--- src/rtl/rtc_pkg.sv ---
package rtc_pkg;

    typedef struct packed {
        logic [7:0] sec;
        logic [7:0] min;
        logic [7:0] hour;
        logic [7:0] dow;
        logic [7:0] date;
        logic [7:0] month;
        logic [7:0] year;
    } rtc_time_t;

    localparam int NUM_TIME = 7;
    localparam int NUM_REGS = 8;
    localparam int CTRL_IDX = 7;

    function automatic logic [7:0] bcd_inc(input logic [7:0] x);
        if (x[3:0] == 4'd9) return {x[7:4] + 4'd1, 4'd0};
        return x + 8'd1;
    endfunction

    function automatic logic is_leap(input logic [7:0] yr);
        if (yr[4]) return (yr[3:0] == 4'd2) || (yr[3:0] == 4'd6);
        return (yr[3:0] == 4'd0) || (yr[3:0] == 4'd4) || (yr[3:0] == 4'd8);
    endfunction

    function automatic logic [7:0] month_len(input logic [7:0] mo, input logic [7:0] yr);
        case (mo)
            8'h02:                      return is_leap(yr) ? 8'h29 : 8'h28;
            8'h04, 8'h06, 8'h09, 8'h11: return 8'h30;
            default:                    return 8'h31;
        endcase
    endfunction

    function automatic rtc_time_t calc_next(input rtc_time_t t);
        rtc_time_t n;
        logic c_min, c_hr, c_day, c_mon, c_yr, pm;
        logic [7:0] tmp;
        logic [4:0] h12;
        n = t;
        c_min = 1'b0; c_hr = 1'b0; c_day = 1'b0; c_mon = 1'b0; c_yr = 1'b0;
        if (t.sec == 8'h59) begin
            n.sec = 8'h00; c_min = 1'b1;
        end else n.sec = bcd_inc(t.sec);
        if (c_min) begin
            if (t.min == 8'h59) begin
                n.min = 8'h00; c_hr = 1'b1;
            end else n.min = bcd_inc(t.min);
        end
        if (c_hr) begin
            if (t.hour[6]) begin
                pm  = t.hour[5];
                h12 = t.hour[4:0];
                if (t.hour[4:0] == 5'h12) h12 = 5'h01;
                else if (t.hour[4:0] == 5'h11) begin
                    h12   = 5'h12;
                    c_day = pm;
                    pm    = ~pm;
                end else begin
                    tmp = bcd_inc({3'b000, t.hour[4:0]});
                    h12 = tmp[4:0];
                end
                n.hour = {2'b01, pm, h12};
            end else if (t.hour[5:0] == 6'h23) begin
                n.hour = 8'h00; c_day = 1'b1;
            end else n.hour = bcd_inc({2'b00, t.hour[5:0]});
        end
        if (c_day) begin
            n.dow = (t.dow == 8'h07) ? 8'h01 : t.dow + 8'd1;
            if (t.date == month_len(t.month, t.year)) begin
                n.date = 8'h01; c_mon = 1'b1;
            end else n.date = bcd_inc(t.date);
        end
        if (c_mon) begin
            if (t.month == 8'h12) begin
                n.month = 8'h01; c_yr = 1'b1;
            end else n.month = bcd_inc(t.month);
        end
        if (c_yr) n.year = (t.year == 8'h99) ? 8'h00 : bcd_inc(t.year);
        return n;
    endfunction

endpackage

--- src/rtl/rtc_prescale.sv ---
module rtc_prescale #(
    parameter int DIV_W = 15
) (
    input  logic       clk,
    input  logic       rst,
    input  logic       ref_in,
    input  logic       div_clr,
    input  logic       sqw_en,
    input  logic       sqw_idle,
    input  logic [1:0] sqw_sel,
    output logic       sec_tick,
    output logic       sqw_out
);
    logic             ref_m, ref_s, ref_q;
    logic [DIV_W-1:0] div_q;
    logic             ref_rise;
    logic             tap;

    always_ff @(posedge clk) begin
        if (rst) begin
            ref_m <= 1'b0;
            ref_s <= 1'b0;
            ref_q <= 1'b0;
        end else begin
            ref_m <= ref_in;
            ref_s <= ref_m;
            ref_q <= ref_s;
        end
    end

    assign ref_rise = ref_s & ~ref_q;
    assign sec_tick = ref_rise & (&div_q) & ~div_clr;

    always_ff @(posedge clk) begin
        if (rst || div_clr) div_q <= '0;
        else if (ref_rise)  div_q <= div_q + 1'b1;
    end

    always_comb begin
        case (sqw_sel)
            2'b00:   tap = div_q[DIV_W-1];
            2'b01:   tap = div_q[2];
            2'b10:   tap = div_q[1];
            default: tap = ref_s;
        endcase
    end

    always_ff @(posedge clk) begin
        if (rst) sqw_out <= 1'b0;
        else     sqw_out <= sqw_en ? tap : sqw_idle;
    end
endmodule

--- src/rtl/rtc_timekeep.sv ---
module rtc_timekeep
    import rtc_pkg::*;
(
    input  logic      clk,
    input  logic      rst,
    input  logic      sec_tick,
    input  logic      wr_en,
    input  logic [2:0] wr_idx,
    input  logic [7:0] wr_data,
    output rtc_time_t time_q
);
    always_ff @(posedge clk) begin
        if (rst) begin
            time_q <= '{sec: 8'h00, min: 8'h00, hour: 8'h00, dow: 8'h01,
                        date: 8'h01, month: 8'h01, year: 8'h00};
        end else if (wr_en) begin
            case (wr_idx)
                3'd0:    time_q.sec   <= wr_data & 8'h7F;
                3'd1:    time_q.min   <= wr_data & 8'h7F;
                3'd2:    time_q.hour  <= wr_data & 8'h7F;
                3'd3:    time_q.dow   <= wr_data & 8'h07;
                3'd4:    time_q.date  <= wr_data & 8'h3F;
                3'd5:    time_q.month <= wr_data & 8'h1F;
                default: time_q.year  <= wr_data;
            endcase
        end else if (sec_tick) begin
            time_q <= calc_next(time_q);
        end
    end
endmodule

--- src/rtl/rtc_ram.sv ---
module rtc_ram #(
    parameter int DEPTH = 56,
    parameter int IDX_W = 6
) (
    input  logic             clk,
    input  logic             we,
    input  logic [IDX_W-1:0] idx,
    input  logic [7:0]       wdata,
    output logic [7:0]       rdata
);
    logic [7:0] mem [DEPTH];

    always_ff @(posedge clk) begin
        if (we && (idx < IDX_W'(DEPTH))) mem[idx] <= wdata;
    end

    assign rdata = (idx < IDX_W'(DEPTH)) ? mem[idx] : 8'h00;
endmodule

--- src/rtl/rtc_calendar.sv ---
module rtc_calendar
    import rtc_pkg::*;
#(
    parameter int DIV_W     = 15,
    parameter int RAM_BYTES = 56,
    localparam int ADDR_W   = $clog2(NUM_REGS + RAM_BYTES)
) (
    input  logic              clk,
    input  logic              rst,
    input  logic              ref_in,
    input  logic              ptr_ld,
    input  logic [ADDR_W-1:0] ptr_val,
    input  logic              acc_en,
    input  logic              acc_we,
    input  logic [7:0]        acc_wdata,
    output logic [7:0]        acc_rdata,
    output logic              sqw_out
);
    localparam int LAST = NUM_REGS + RAM_BYTES - 1;
    localparam logic [ADDR_W-1:0] LAST_A = ADDR_W'(LAST);

    logic [ADDR_W-1:0] ptr_q;
    logic [ADDR_W-1:0] ram_idx;
    logic              ctrl_idle, ctrl_en;
    logic [1:0]        ctrl_sel;
    logic              wr_stb, time_wr, sec_wr, ctrl_wr, ram_we;
    logic              sec_tick;
    logic [7:0]        ram_rdata;
    rtc_time_t         time_q;

    assign wr_stb  = acc_en & acc_we;
    assign time_wr = wr_stb & (ptr_q < ADDR_W'(NUM_TIME));
    assign sec_wr  = wr_stb & (ptr_q == '0);
    assign ctrl_wr = wr_stb & (ptr_q == ADDR_W'(CTRL_IDX));
    assign ram_we  = wr_stb & (ptr_q >= ADDR_W'(NUM_REGS));
    assign ram_idx = ptr_q - ADDR_W'(NUM_REGS);

    always_ff @(posedge clk) begin
        if (rst)         ptr_q <= '0;
        else if (ptr_ld) ptr_q <= ptr_val;
        else if (acc_en) ptr_q <= (ptr_q == LAST_A) ? '0 : ptr_q + 1'b1;
    end

    always_ff @(posedge clk) begin
        if (rst) begin
            ctrl_idle <= 1'b0;
            ctrl_en   <= 1'b0;
            ctrl_sel  <= 2'b00;
        end else if (ctrl_wr) begin
            ctrl_idle <= acc_wdata[7];
            ctrl_en   <= acc_wdata[4];
            ctrl_sel  <= acc_wdata[1:0];
        end
    end

    rtc_prescale #(.DIV_W(DIV_W)) u_prescale (
        .clk      (clk),
        .rst      (rst),
        .ref_in   (ref_in),
        .div_clr  (sec_wr),
        .sqw_en   (ctrl_en),
        .sqw_idle (ctrl_idle),
        .sqw_sel  (ctrl_sel),
        .sec_tick (sec_tick),
        .sqw_out  (sqw_out)
    );

    rtc_timekeep u_timekeep (
        .clk      (clk),
        .rst      (rst),
        .sec_tick (sec_tick & ~time_wr),
        .wr_en    (time_wr),
        .wr_idx   (ptr_q[2:0]),
        .wr_data  (acc_wdata),
        .time_q   (time_q)
    );

    rtc_ram #(.DEPTH(RAM_BYTES), .IDX_W(ADDR_W)) u_ram (
        .clk   (clk),
        .we    (ram_we),
        .idx   (ram_idx),
        .wdata (acc_wdata),
        .rdata (ram_rdata)
    );

    always_comb begin
        if (ptr_q >= ADDR_W'(NUM_REGS)) acc_rdata = ram_rdata;
        else begin
            case (ptr_q[2:0])
                3'd0:    acc_rdata = time_q.sec;
                3'd1:    acc_rdata = time_q.min;
                3'd2:    acc_rdata = time_q.hour;
                3'd3:    acc_rdata = time_q.dow;
                3'd4:    acc_rdata = time_q.date;
                3'd5:    acc_rdata = time_q.month;
                3'd6:    acc_rdata = time_q.year;
                default: acc_rdata = {ctrl_idle, 2'b00, ctrl_en, 2'b00, ctrl_sel};
            endcase
        end
    end
endmodule

--- config.mk ---
export PLATFORM = sky130hd
export DESIGN_NAME = rtc_calendar
export DESIGN_NICKNAME = d
export VERILOG_FILES = /design/src/rtl/rtc_pkg.sv /design/src/rtl/rtc_prescale.sv /design/src/rtl/rtc_timekeep.sv /design/src/rtl/rtc_ram.sv /design/src/rtl/rtc_calendar.sv
export SDC_FILE = /design/constraint.sdc
export NUM_CORES = 1
export LEC_CHECK = 0
export BUFFER_PORTS_ARGS = -buffer_cell sky130_fd_sc_hd__buf_2
export CORE_MARGIN = 3
export CORE_UTILIZATION = 42
export DETAILED_ROUTE_END_ITERATION = 10
export GPL_TIMING_DRIVEN = 0
export SLEW_MARGIN = 20
export SYNTH_ARGS = -nofsm -noshare
export SYNTH_HDL_FRONTEND = slang
export SYNTH_SLANG_ARGS = --single-unit
--- constraint.sdc ---
create_clock -name clk -period 5.5 [get_ports clk]
set_input_delay 0.825 -clock clk [delete_from_list [all_inputs] [get_ports clk]]
set_output_delay 0.825 -clock clk [all_outputs]
set_load 0.02 [all_outputs]
# == Word-level counts from Yosys, hierarchy flattened ==
# Memories as Yosys holds them, arrays and structs flattened.
# Index checks and enable logic that the tools add are counted.
# word_totals
register_bits,85
ram_bits,448
out_inout_bits,9
wordCells,260
n_memories,1
# mem_list
name,words,width,read_ports,rd_ports_with_merged_regs,wr,line,source
u_ram.mem,56,8,1,0,1,rtc_ram.sv:11,logic [7:0] mem [DEPTH];
# classes
addsub,18
magnitude_cmp,3
eq_ne,43
n_mux,138
n_bitwise,13
n_reduce_logical,27
# op_table
cell,n
8-bit two-way mux,37
56-bit two-way mux,2
1-bit two-way mux,88
8-bit case mux with 7 select lines,1
"8-bit by 1-bit adder with 8-bit output, second input constant",6
"4-bit == test, second input constant",7
"8-bit by 3-bit == test with 1-bit output, second input constant",3
"4-bit by 1-bit adder with 4-bit output, second input constant",5
5-bit two-way mux,4
6-bit two-way mux,3
3-bit AND reduction,6
"8-bit by 5-bit == test with 1-bit output, second input constant",2
"8-bit by 7-bit == test with 1-bit output, second input constant",2
16-bit two-way mux,1
8-bit case mux with 2 select lines,1
"15-bit by 1-bit adder with 15-bit output, second input constant",1
15-bit AND reduction,1
2-bit nonzero test,7
"6-bit == test, second input constant",2
"2-bit by 1-bit != test with 1-bit output, second input constant",6
"5-bit == test, second input constant",2
1-bit bitwise AND,9
"3-bit == test, second input constant",3
"4-bit by 3-bit == test with 1-bit output, second input constant",2
other kinds (33),41

# == Longest topological paths before layout ==
# Gate-level depths: netlist of run 1.
# depth
depth_word,51
mapped_depth,12
mapped_depth_nobuf,8

# == Cells and area by module ==
# Synthesis of run 1 repeated with hierarchy kept, for this count alone.
# unflattened
cells_unflattened,1831
hier_area_um2,23645.2
# by_module_without_submodules
mod,n_inst,cells_per_inst,area_per_inst_um2,seq_area_each_um2
rtc_ram,1,1032,17584.4,13452.9
rtc_timekeep,1,549,4063.9,1101.1
rtc_calendar,1,162,1158.6,200.2
rtc_prescale,1,88,838.3,380.4

# == Least setup slack after synthesis of run 1 ==
# Ideal clock, no wire load.
# synth_path
path_type,register to output
start,register ptr_q[0]
end,output port acc_rdata[4]
arrival_ps,2810
required_time_ps,4675
setup_slack_ps,1865
path_stages_with_launch,12
cell_sequence,dfxtp_1 buf_2 inv_1 clkbuf_1 clkbuf_1 ha_1 clkbuf_1 clkbuf_1 a22oi_1 o221ai_1 a211oi_1 o22ai_1
# synth_between
elab_chain_len,4
# synth_lines
element,line,source
start: declaration,rtc_calendar.sv:22,logic [ADDR_W-1:0] ptr_q;
start signal: assignment,rtc_calendar.sv:40,else if (ptr_ld) ptr_q <= ptr_val;
start signal: assignment,rtc_calendar.sv:41,else if (acc_en) ptr_q <= (ptr_q == LAST_A) ? '0 : ptr_q + 1'b1;
6-bit by 4-bit subtractor with 6-bit output,rtc_calendar.sv:36,assign ram_idx = ptr_q - ADDR_W'(NUM_REGS);
memory read 56 x 8 bit or 6-bit < comparator (tied branches),n/a,
8-bit two-way mux,rtc_ram.sv:17,assign rdata = (idx < IDX_W'(DEPTH)) ? mem[idx] : 8'h00;
8-bit two-way mux *,rtc_calendar.sv:87,if (ptr_q >= ADDR_W'(NUM_REGS)) acc_rdata = ram_rdata;
end: declaration,rtc_calendar.sv:16,"output logic [7:0] acc_rdata,"
# Every way passes the cells marked *; elsewhere a longest branch is shown, timed or not.

# == Final worst setup path of run 1 ==
# layout_path
start,register ptr_q[0]
end,output port acc_rdata[3]
# The elaborated chain is that of the path after synthesis.

==> out/qor.csv, run 1 <==
metric,value,unit
status,"finished, final reports clean",
cp_max_fo,10,
syn_nets,1771,
start_util,42.7,%
cts_tree,built,
irDropWorstVdd,0.275,mV
grt_pass1_vias,15939,
cp_cell_sequence,buf_2 -> buf_2 -> buf_2 -> buf_2 -> a22oi_1 -> o22a_1 -> a21oi_1 -> o21ai_0 -> o211ai_1 -> buf_2,
synth_area,0.0237,mm^2
yosysTopAreaCell,edfxtp_1,
fin_util,48.0,%
clkSlewWorstSetupHoldPaths,60,ps
cts_buffer_depth,3,
path_class,reg -> out,
numCtsBuffers,57,
p_per_area,334,mW/mm^2
finalWirelength,77.8,mm
power,8910,uW
slew_viol_final,0,
synth_top_area_share,56.7,%
dp_hpwl,50.3,mm
final_common_cell,edfxtp_1,
antenna_found_initial,3,
drc,0,
timing.final.crit_period,5500,ps
drt_first_pass_iters,6,
cpMaxStageDelayCell,buf_2,
synthXorXnorAreaFrac,1.22,%
fin_worst_skew,41.5,ps
synth_warnings,0,
fillers,4901,
final_nets,1854,
crit_required,4680,ps
synth-main-ff-cell,edfxtp_1,
period_share,100,%
ys_ff_latch,532,
cpPeakStageDelay,570,ps
synth_compound_area_share,11.5,%
tightest_slew,1270,ps
most-common-layout-cells,"edfxtp_1 (448), nor2_1 (145), nand2_1 (119)",
ys_types,91,
ios,29,
num_rows,86,
synth-adder-area-share,1.48,%
max_slew_margin,14.7,%
gr-usage-all-layers,25.9,%
avgSynthCellArea,13.8,um^2
rsz0062_at_grt,false,
numClockSinks,532,
synth_top_family_by_area,compound AO/OA/AOI/OAI gates,
grt_max_degree,62,
cts.htree.levels,2,
drtIter0Drc,2338,
holdCritPathClass,in -> reg,
cts-root-buf,clkbuf_16,
avgViaCountPerCell,6.35,
p_leak,0.00859,uW
routed_wire_length_per_instance,29.9,um
worst_setup_path_end_kind,primary output,
r2r_slack,890,ps
clock.fmax,182,MHz
num_vias,16510,
postCtsSetupBuffers,0,
yosysSeqAreaShare,63.8,%
final_hold_viol_count,0,
post-place-ws,-83.4,ps
die_h,244,um
gp_congestion,0.940,
numPortBuffers,27,
area_growth,12.3,%
syn_inst,1723,
cp-start-kind,flop,
ant_nets,0,
synth-simple-area-share,9.15,%
antennaDiodeCount,0,
synthArstFlopShare,0,%
synth.mux.area_fraction,10.3,%
fin_ws,1.64,ps
dieArea,0.0594,mm^2
synthTopCellsByArea,"edfxtp_1 (57%), dfxtp_1 (7.1%), mux4_2 (5.8%)",
cp_common_cell,buf_2,
cap_violations,0,
die_w,244,um
setup_viol,0,
worstSkewPairLatency,640,ps
synth_edf_count,448,
grt_overflow,0,
tns,0,ps
grt_pass1_wl,112,mm
core-area,0.0555,mm^2
cp.arrival,4670,ps
drive_above_1_share,14.9,%
[synthesized netlist by cell type (17+ instances only)]
master / count
clkbuf_1: 55
nand2_1: 119
dfxtp_1: 84
a21oi_1: 67
buf_1: 17
nor2_1: 145
mux4_2: 61
buf_2: 35
ha_1: 28
a211oi_1: 20
mux2i_1: 62
edfxtp_1: 448
xnor2_1: 24
a221oi_1: 28
a221o_1: 17
inv_1: 31
o21ai_0: 50
nor3_1: 19
o22ai_1: 21
nor2b_1: 18
nand3_1: 48
a22oi_1: 21
mux2_2: 39
[metrics by stage]
step / hold WS, ps / area [um^2] / cells
6_report: 415 / 26600 / 2600
4_1_cts: 408 / 26600 / 2602
3_5_place_dp: 450 / 24800 / 2498
2_1_floorplan: 414 / 23700 / 1723
5_1_grt: 453 / 26600 / 2600
3_3_place_gp: 436 / 24800 / 2498
[power by group]
part	leakage [uW]	total [uW]	internal, uW	switching [uW]
logic	0.00300	770	217	553
clock network	0.000878	3750	2120	1630
registers	0.00470	4390	4380	10.7
[worst paths after layout]
| kind | from | to | cells after the start |
|---|---|---|---|
| setup / recovery | ptr_q[0] | acc_rdata[3] | 10 |
| hold / removal | ref_in | u_prescale.ref_m | 2 |
| setup reg to reg | ptr_q[1] | u_ram.mem[14][4] | 7 |
| hold reg to reg | u_prescale.ref_m | u_prescale.ref_s | 1 |
[critical path, delay by kind of cell, from the launching register on]
| family | cells | cell delay (ps) |
|---|---|---|
| buffers and inverters | 5 | 2140 |
| flip-flops | 1 | 480 |
| AO/OA/AOI/OAI | 5 | 1360 |
[logic make-up after synthesis]
group,Yosys count
DFF,532
and+or+nand+nor,451
AOI/OAI and AO/OA,373
muxes,163
buffers and inverters,143
xor gates and xnor gates,33
adders and majority gates,28
[area by class of cell]
| type | count | area (um^2) | area share [%] |
|---|---|---|---|
| Clock buffer | 72 | 1500 | 5.65 |
| Clock inverter | 33 | 308 | 1.16 |
| Tap cell | 748 | 936 | 3.51 |
| Multi-Input combinational cell | 1048 | 7980 | 30.0 |
| Sequential cell | 532 | 15100 | 56.8 |
| Timing Repair Buffer | 27 | 155 | 0.582 |
| Inverter | 32 | 120 | 0.451 |
| Buffer | 108 | 500 | 1.88 |
[layer usage]
metal / part of all wire [%] / vias to the layer above / track usage, %
met2: 43 / 1022 / 38.2
met1: 41 / 8310 / 36.6
li1: - / 6963 / -
met3: 11 / 213 / 7.26
met5: 0.069 / - / 0
met4: 4.0 / 2 / 9.89
[repair_timing]
item / 4_1_cts / 5_1_grt
pin swaps: 0 / 0
gates resized for setup: 7 / 10
endpoints found under the hold margin: 0 / 0
hold buffers: 0 / 0
setup endpoints to repair: 8 / 6
gates cloned: 0 / 0
[state kept, by name, indices dropped and copies added (netlist names)]
name and cells:
u_ram.mem 448, u_timekeep.time_q 55, u_prescale.div_q 15, ptr_q 6
ctrl_sel 2, ctrl_en 1, ctrl_idle 1, u_prescale.ref_m 1
u_prescale.ref_q 1, u_prescale.ref_s 1, u_prescale.sqw_out 1
Power figures use the tool's default switching activity.
==> inputs of run 2 (changes only) <==
--- a/config.mk
+++ b/config.mk
@@ -6,7 +6,6 @@
 export NUM_CORES = 1
 export LEC_CHECK = 0
 export BUFFER_PORTS_ARGS = -buffer_cell sky130_fd_sc_hd__buf_2
-export CORE_MARGIN = 3
 export CORE_UTILIZATION = 42
 export DETAILED_ROUTE_END_ITERATION = 10
 export GPL_TIMING_DRIVEN = 0
@@ -14,3 +13,4 @@
 export SYNTH_ARGS = -nofsm -noshare
 export SYNTH_HDL_FRONTEND = slang
 export SYNTH_SLANG_ARGS = --single-unit
+export TNS_END_PERCENT = 20
==> out/qor.csv, run 2 (synthesis results as in run 1) <==
metric,value,unit,change
core-area,0.0554,mm^2,-0.19%
status,"finished, violations left",,
cp-start-kind,flop,,
numPortBuffers,27,,unchanged
grt_pass1_wl,111,mm,-1.3%
drive_above_1_share,15.8,%,+0.88 points
tns,-10.8,ps,-10.8 ps
largest_registers,"u_ram.mem: 448 flops, u_timekeep.time_q: 55 flops, u_prescale.div_q: 15 flops",,
grt_overflow,0,,unchanged
cts_tree,built,,
start_util,42.8,%,+0.083 points
holdCritPathClass,in -> reg,,
top_layer,met4,,
gr-usage-all-layers,27.1,%,+1.1 points
final_common_cell,edfxtp_1,,
ios,29,,unchanged
path_class,reg -> out,,
dp_hpwl,50.2,mm,-0.13%
cp.arrival,4690,ps,+20 ps
timing.final.crit_period,5510,ps,+12.4 ps
irDropWorstVdd,0.259,mV,-6.0%
numClockSinks,532,,unchanged
wl_met2,34.6,mm,+2.4%
grt_pass1_vias,15674,,-1.7%
clock.fmax,181,MHz,-0.22%
routed_wire_length_per_instance,29.7,um,-0.69%
wl_met3,8.54,mm,-1.9%
max_slew_margin,18.2,%,+3.5 points
period_share,100,%,+0.23 points
worstSkewPairLatency,620,ps,-20 ps
dieArea,0.0574,mm^2,-3.3%
num_rows,86,,unchanged
largest-register,u_ram.mem,,
tightest_slew,1230,ps,-42.0 ps
area_growth,13.0,%,
die_h,240,um,-1.6%
cts.htree.levels,2,,unchanged
crit_required,4680,ps,about the same
cts_buffer_depth,3,,unchanged
largest_reg_flops,448,,unchanged
cts-root-buf,clkbuf_16,,
clkSlewWorstSetupHoldPaths,60,ps,about the same
finalWirelength,77.5,mm,-0.50%
grt_max_degree,62,,unchanged
antenna_found_initial,0,,-3
most-common-layout-cells,"edfxtp_1 (448), nor2_1 (145), nand2_1 (119)",,
violations,setup timing,,
slew_viol_final,0,,unchanged
cap_violations,0,,unchanged
die_w,240,um,-1.6%
final_nets,1857,,+0.16%
gp_congestion,0.964,,+2.5%
fin_util,48.4,%,+0.39 points
p_leak,0.00867,uW,+0.95%
setup_viol,1,,+1
post-place-ws,-119,ps,-35.3 ps
numCtsBuffers,56,,-1.8%
drtIter0Drc,2795,,+20%
drt_first_pass_iters,7,,+1
ant_nets,0,,unchanged
num_vias,16699,,+1.1%
r2r_slack,450,ps,-440 ps
final_hold_viol_count,0,,unchanged
p_per_area,341,mW/mm^2,+1.9%
cp_max_fo,10,,unchanged
avgViaCountPerCell,6.41,,+0.95%
antennaDiodeCount,0,,unchanged
drc,0,,unchanged
wl_met1,31.7,mm,-1.5%
worst_setup_path_end_kind,primary output,,
fin_ws,-10.8,ps,-12.4 ps
fin_worst_skew,21.0,ps,-20.5 ps
## run 2: cell types whose count changed in the layout (fill, tap and decap cells not counted), sizes merged
| cell | delta |
|---|---|
| buf | +8 |
| bufinv | +2 |
| clkinvlp | +1 |
| clkbuf | -1 |
| clkinv | -5 |
## run 2: path summary, 6_finish.rpt
kind,startpoint,depth (start not counted),end
hold reg to reg,u_prescale.ref_m,1,u_prescale.ref_s
hold / removal,ref_in,2,u_prescale.ref_m
setup / recovery,ptr_q[1],10,acc_rdata[6]
setup reg to reg,ptr_q[1],7,u_ram.mem[46][6]
## run 2: final cells by class
cell class / count / area (um^2)
Fill cell: 4825 / 28600
Tap cell: 748 / 936
Timing Repair Buffer: 30 / 178
Sequential cell: 532 / 15100
Clock buffer: 75 / 1610
Clock inverter: 31 / 332
Inverter: 32 / 124
Buffer: 109 / 507
Multi-Input combinational cell: 1048 / 7990
## run 2: metal layers
layer	GRT usage [%]	vias to the layer above
li1	-	6988
met1	38.5	8462
met2	41.5	1076
met3	5.16	173
met4	9.05	0
met5	0	-
## run 2: through the flow
stage | hold slack, ps | cells | area [um^2] | total power [uW]
floorplan | 414 | 1723 | 23700 | 4870
global placement | 454 | 2498 | 24800 | 5210
detailed placement | 463 | 2498 | 24800 | 5210
CTS | 418 | 2603 | 26700 | 9120
global route | 450 | 2605 | 26800 | 9300
finish | 438 | 2605 | 26800 | 9130
## run 2: what timing repair did
action,in CTS,in global routing
pin swaps,1,0
gates resized for setup,11,10
hold buffers,0,0
buffers inserted,0,3
endpoints found under the setup margin,8,6
## run 2: power breakdown
part / internal, uW / total (uW) / switching, uW
Sequential: 4370 / 4390 / 11.0
Combinational: 220 / 776 / 556
Clock: 2330 / 3970 / 1630
Total: 6930 / 9130 / 2200
## run 2: critical path, cell delays in order, from the launching register on
cell and delay [ps]:
dfxtp_1 380, buf_4 290, buf_4 350, buf_2 540, buf_2 470, clkbuf_1 730, nand2_1 100, a31oi_1 440
nor4_1 140, o22ai_1 340, buf_2 240
